### config.mk
export PLATFORM = sky130hd
export DESIGN_NAME = keypad_seq_lock
export DESIGN_NICKNAME = d
export VERILOG_FILES = /design/src/rtl/lock_pkg.sv /design/src/rtl/lock_key_match.sv /design/src/rtl/lock_next_state.sv /design/src/rtl/lock_out_decode.sv /design/src/rtl/keypad_seq_lock.sv
export SDC_FILE = /design/constraint.sdc
export NUM_CORES = 1
export LEC_CHECK = 0
export ABC_AREA = 1
export CAP_MARGIN = 20
export CORE_AREA = 5 5 42 44
export DETAILED_ROUTE_END_ITERATION = 10
export DIE_AREA = 0 0 47 49
export DONT_BUFFER_PORTS = 1
export PLACE_DENSITY = 0.37
export SLEW_MARGIN = 10
export SYNTH_ARGS = -nofsm -noshare
export SYNTH_HDL_FRONTEND = slang
export SYNTH_SLANG_ARGS = --single-unit
### constraint.sdc
create_clock -name clk -period 1.3 [get_ports clk]
set_clock_uncertainty 0.2 [all_clocks]
set_input_delay 0.26 -clock clk [delete_from_list [all_inputs] [get_ports clk]]
set_output_delay 0.26 -clock clk [all_outputs]
set_load 0.02 [all_outputs]
### src/rtl/lock_pkg.sv
package lock_pkg;
    // Three-bit state encoding; bit 2 marks the failure chain.
    typedef enum logic [2:0] {
        ST_IDLE = 3'd0,
        ST_G1   = 3'd1,
        ST_G2   = 3'd2,
        ST_G3   = 3'd3,
        ST_X1   = 3'd5,
        ST_X2   = 3'd6,
        ST_X3   = 3'd7
    } lock_state_e;

    typedef struct packed {
        lock_state_e st;
    } lock_regs_t;

    localparam int unsigned CODE_LEN = 3;
    localparam int unsigned DISP_W   = CODE_LEN + 1;
endpackage

### src/rtl/lock_key_match.sv
module lock_key_match
    import lock_pkg::*;
#(
    parameter logic [CODE_LEN-1:0] CODE = 3'b101  // bit i = expected key of press i, 1 = B
) (
    input  lock_state_e st,
    input  logic        key_valid,
    input  logic        key_a,
    input  logic        key_b,
    output logic        hit
);
    logic is_a;
    logic is_b;
    logic want_b;

    always_comb begin
        is_a = key_valid & key_a & ~key_b;
        is_b = key_valid & key_b & ~key_a;
        case (st)
            ST_G1:   want_b = CODE[1];
            ST_G2:   want_b = CODE[2];
            default: want_b = CODE[0];
        endcase
        hit = want_b ? is_b : is_a;
    end
endmodule

### src/rtl/lock_next_state.sv
module lock_next_state
    import lock_pkg::*;
(
    input  lock_state_e st,
    input  logic        key_valid,
    input  logic        hit,
    output lock_state_e st_nxt
);
    always_comb begin
        st_nxt = st;
        case (st)
            ST_IDLE: if (key_valid) st_nxt = hit ? ST_G1 : ST_X1;
            ST_G1:   if (key_valid) st_nxt = hit ? ST_G2 : ST_X2;
            ST_G2:   if (key_valid) st_nxt = hit ? ST_G3 : ST_X3;
            ST_X1:   if (key_valid) st_nxt = ST_X2;
            ST_X2:   if (key_valid) st_nxt = ST_X3;
            ST_G3,
            ST_X3:   st_nxt = ST_IDLE;
            default: st_nxt = ST_IDLE;
        endcase
    end
endmodule

### src/rtl/lock_out_decode.sv
module lock_out_decode
    import lock_pkg::*;
(
    input  lock_state_e        st,
    output logic               unlock,
    output logic [DISP_W-1:0]  press_onehot
);
    always_comb begin
        unlock = (st == ST_G3);
        case (st)
            ST_G1, ST_X1: press_onehot = 4'b0010;
            ST_G2, ST_X2: press_onehot = 4'b0100;
            ST_G3, ST_X3: press_onehot = 4'b1000;
            default:      press_onehot = 4'b0001;
        endcase
    end
endmodule

### src/rtl/keypad_seq_lock.sv
module keypad_seq_lock
    import lock_pkg::*;
#(
    parameter logic [CODE_LEN-1:0] CODE = 3'b101
) (
    input  logic              clk,
    input  logic              rst,
    input  logic              key_valid,
    input  logic              key_a,
    input  logic              key_b,
    output logic              unlock,
    output logic [DISP_W-1:0] press_onehot
);
    lock_regs_t  regs_d;
    lock_regs_t  regs_q;
    lock_state_e st_nxt;
    logic        hit;

    lock_key_match #(.CODE(CODE)) u_match (
        .st        (regs_q.st),
        .key_valid (key_valid),
        .key_a     (key_a),
        .key_b     (key_b),
        .hit       (hit)
    );

    lock_next_state u_next (
        .st        (regs_q.st),
        .key_valid (key_valid),
        .hit       (hit),
        .st_nxt    (st_nxt)
    );

    lock_out_decode u_out (
        .st           (regs_q.st),
        .unlock       (unlock),
        .press_onehot (press_onehot)
    );

    always_comb begin
        regs_d    = regs_q;
        regs_d.st = st_nxt;
    end

    always_ff @(posedge clk) begin
        if (rst) regs_q.st <= ST_IDLE;
        else     regs_q    <= regs_d;
    end
endmodule

---- Word-level counts from Yosys, hierarchy flattened ----
Index checks and enable logic that the tools add are counted.
cells by class
  muxes and demuxes ....................... 11
  reduce and logical (&&, ||, !) cells .... 5
  equality and inequality tests ........... 11
  bitwise operators ....................... 6
operators with widths
  kind                count
  $mux 3              8
  $pmux 3 s5          1
  $pmux 4 s3          1
  $ne 2x2->1 const B  5
  $eq 3x3->1 const B  3
  $eq 3x2->1 const B  2
  $reduce_or 2->1     3
  $reduce_and 5->1    1
  $and 1x1->1         4
  $eq 3x1->1 const B  1
  $logic_not 3->1     1
  $not 1->1           2
  $mux 1              1
word-level totals
  word-level logic and storage cells ...... 34
  register bits ........................... 3
  input bits .............................. 5
  output and inout port bits .............. 5

---- Depth between registers and ports, before layout ----
  depth after elaboration ................. 6
  gate-level depth with buffers ........... 7
  depth with buffers taken out ............ 7

---- Cells and area by module ----
Synthesis repeated with hierarchy kept, for this count alone.
second synthesis, totals
  cell total of the unflattened synthesis .. 45
  area total of the unflattened synthesis .. 234.0 sq um
modules (own cells, without submodules)
  module           seq. area each (sq um)  area each (sq um)  times used  cells an instance
  keypad_seq_lock  60.1                    82.6               1           9
  lock_next_state  0.0                     71.3               1           17
  lock_key_match   0.0                     45.0               1           11
  lock_out_decode  0.0                     35.0               1           8

---- Least setup slack after synthesis ----
Ideal clock, no wire load.
  path type ............................... register to register
  start ................................... register, netlist name regs_q[1]
  end ..................................... register, netlist name regs_q[1]
  path buffers ............................ 0
  library setup time ...................... 0.066 ns
  data arrival time ....................... 0.984 ns
  cell stages (with the launch flop) ...... 5
  path slack .............................. 0.050 ns
  data required time ...................... 1.034 ns
  period minus slack after synthesis ...... 1.250 ns
  cell sequence ........................... dfxtp_1 > inv_2 > nor2_1 > inv_1 > a21oi_2
between the ends
  cells in the longest elaborated chain, start to end .. 3
  elaborated cells on any way between the ends .. 12
  classes of those cells .................. 9 x eq/ne; 1 x mux; 2 x reduce/logical
RTL lines
  item                                      RTL line               text
  $eq 3x3->1, or another cell as far along  lock_next_state.sv:11  case (st)
  $ne 2x2->1 (no source line)               --
  $reduce_and 5->1 (no source line)         --
Several ways; a longest one is shown, not always the timed one.
A chain may end at the register's enable or synchronous reset.

---- Worst setup path after layout ----
  start ................................... register, netlist name regs_q[0]
  end ..................................... output port unlock
between the ends
  cells in the longest elaborated chain, start to end .. 1
RTL lines
  item              RTL line               text
  $eq 3x2->1        lock_out_decode.sv:9   unlock = (st == ST_G3);
  end: declaration  keypad_seq_lock.sv:11  output logic unlock,
No other way between the ends.

==> impl_metrics.tcl <==
set metrics [dict create \
    antenna_found_initial 0 \
    grt_pass1_vias 205 \
    dp_hpwl_um 380 \
    synth_area_um2 176 \
    outcome "complete, but fails checks" \
    final_net_count 47 \
    antenna_cells 0 \
    cts_buffers 3 \
    endpoint_kind "primary output" \
    p_total_uw 359 \
    grt.overflow.total 0 \
    ys_ff_latch 3 \
    layout_setup_ws_ps -40.9 \
    synth_warnings 0 \
    drv_cap 0 \
    crit_required_ps 840 \
    antenna_left 0 \
    chipHeight_um 49 \
    area_growth_pct 86.5 \
    worstPathArrival_ps 880 \
    gr-usage-all-layers 0.0485 \
    worstPathCellList "nand2_4, nor2_4, buf_6" \
    hp-class "in2reg" \
    finalSetupViolations 3 \
    min_from "key_valid" \
    stdcell_count 57 \
    chipWidth_um 47 \
    min_to "regs_q[0]" \
    cts.sinks 3 \
    coreArea_um2 1400 \
    fmax_mhz 746 \
    reg2reg_depth 8 \
    drc 0 \
    finalSetupTns_ps -106 \
    syn_nets 34 \
    syn_inst 29 \
    largestRegisters "regs_q: 3 flops" \
    drive_gt1_frac 0.439 \
    netlist.area_leader.share 0.340 \
    seq_area_frac_synth 0.340 \
    syn_avg_cell_area_um2 6.08 \
    final-max-slew-violation-count 0 \
    hold_viol 0 \
    wl_per_cell_um 8.49 \
    critPathMaxFanout 5 \
    start_util 0.126 \
    gp_congestion 0.615 \
    crit_path_start_kind "flop" \
    design_area_um2 329 \
    cts.path.max_buffers 2 \
    grt_max_degree 6 \
    clkTransAtPathRegs_ps 30 \
    clock_latency_ps 230 \
    drt-pass1-iter-count 1 \
    drt_iter0_drc 0 \
    slew_headroom 0.879 \
    hold_ws_ps 41.4 \
    power_leakage_uw 0.000164 \
    design.die.area_um2 2300 \
    place_inst 49 \
    place_area_um2 226 \
    grt_first_pass_wirelength_um 765 \
    violations "negative setup slack" \
    reg2reg_slack_ps 120 \
    ir_worst_vdd_v 0.000214 \
    ios 10 \
    synth.distinct_cells 10 \
    rsz0062_at_grt "yes" \
    synthTopCellsByArea "dfxtp_1 34%, inv_1 15%, nand2_1 13%" \
    yosys.area.top_type "dfxtp_1" \
    cts_tree "yes" \
    final_common_cell "inv_1" \
    crit_type "reg2out" \
    portBuffers 0 \
    reg2reg_to "regs_q[2]" \
    slowest_stage "dfxtp_4" \
    wirelength_um 484 \
    largest_reg_flops 3 \
    worst_slew_pin_slew_ps 181 \
    rows 14 \
    p_per_area_nw_per_um2 1090 \
    vias_per_cell 3.77 \
    h-tree-depth 1 \
    root_buffer "clkbuf_4" \
    final_cell_mix "6 x inv_1, 5 x nand2_1" \
    post-route-period-util 1.03 \
    fin_crit_ps 1340 \
    vias 215 \
    cpPeakStageDelay_ps 380 \
    r2r-start "regs_q[0]" \
    whs_path_depth 2 \
    regMostFlops "regs_q" \
]
==> routing by layer <==
metal	up-vias	routed length [um]	GRT usage
met2	7	252	0.0611
met1	97	186	0.0568
li1	109	-	-
met3	2	31	0.00369
met4	0	14	0.0691
met5	-	0	0
==> through the flow <==
| stage | setup WS (ps) | util |
|---|---|---|
| floorplan | 50.1 | - |
| global placement | 85.3 | 0.162 |
| global route | -93.6 | 0.235 |
| CTS | -68.6 | 0.213 |
| detailed placement | 59.1 | 0.162 |
| finish | -40.9 | 0.235 |
==> report_power, final <==
group / switching, uW / internal [uW] / total, uW
Combinational: 45.9 / 41.5 / 87.3
Sequential: 14.8 / 100 / 115
Clock: 41.8 / 115 / 156
==> critical path: cells and delay by family (launching register included) <==
kind                   cells  cell delay, ps
flip-flops                 1             380
AND/OR/NAND/NOR            2             160
buffers and inverters      1             110
==> synth_stat cells <==
cell type	count
inv_2	1
a21oi_1	3
a21oi_2	1
dfxtp_1	3
nand2_1	6
inv_1	7
o21ai_0	1
nand3_1	1
nor2_4	1
nor2_1	5
==> final cells by class <==
class,instances,area (um^2)
multi-input cells,18,109
flip-flops and latches,3,67.6
fillers,167,1070
clock buffers,4,26.3
repair buffers,8,76.3
well taps,16,20.0
inverters,8,30.0
==> cells by family after synthesis <==
family,Yosys count,synth area share
flops,3,0.340
buf+inv,8,0.170
simple gates,13,0.326
compound gates,5,0.163
==> what timing repair did <==
item	in CTS	in global routing
resized for setup	8	6
pin swaps	1	2
hold buffers	2	0
setup buffers	1	1
setup endpoints to repair	5	5
hold endpoints to repair	3	0
==> how the worst max path moves through the flow <==
stage	from	to	depth (start not counted)
after floorplan	regs_q[1]	regs_q[1]	4
after global placement	regs_q[0]	press_onehot[1]	3
after detailed placement	regs_q[1]	press_onehot[2]	3
after CTS	regs_q[1]	unlock	3
after global routing	regs_q[0]	unlock	3
final	regs_q[0]	unlock	3
(Power assumes the default switching activity.)
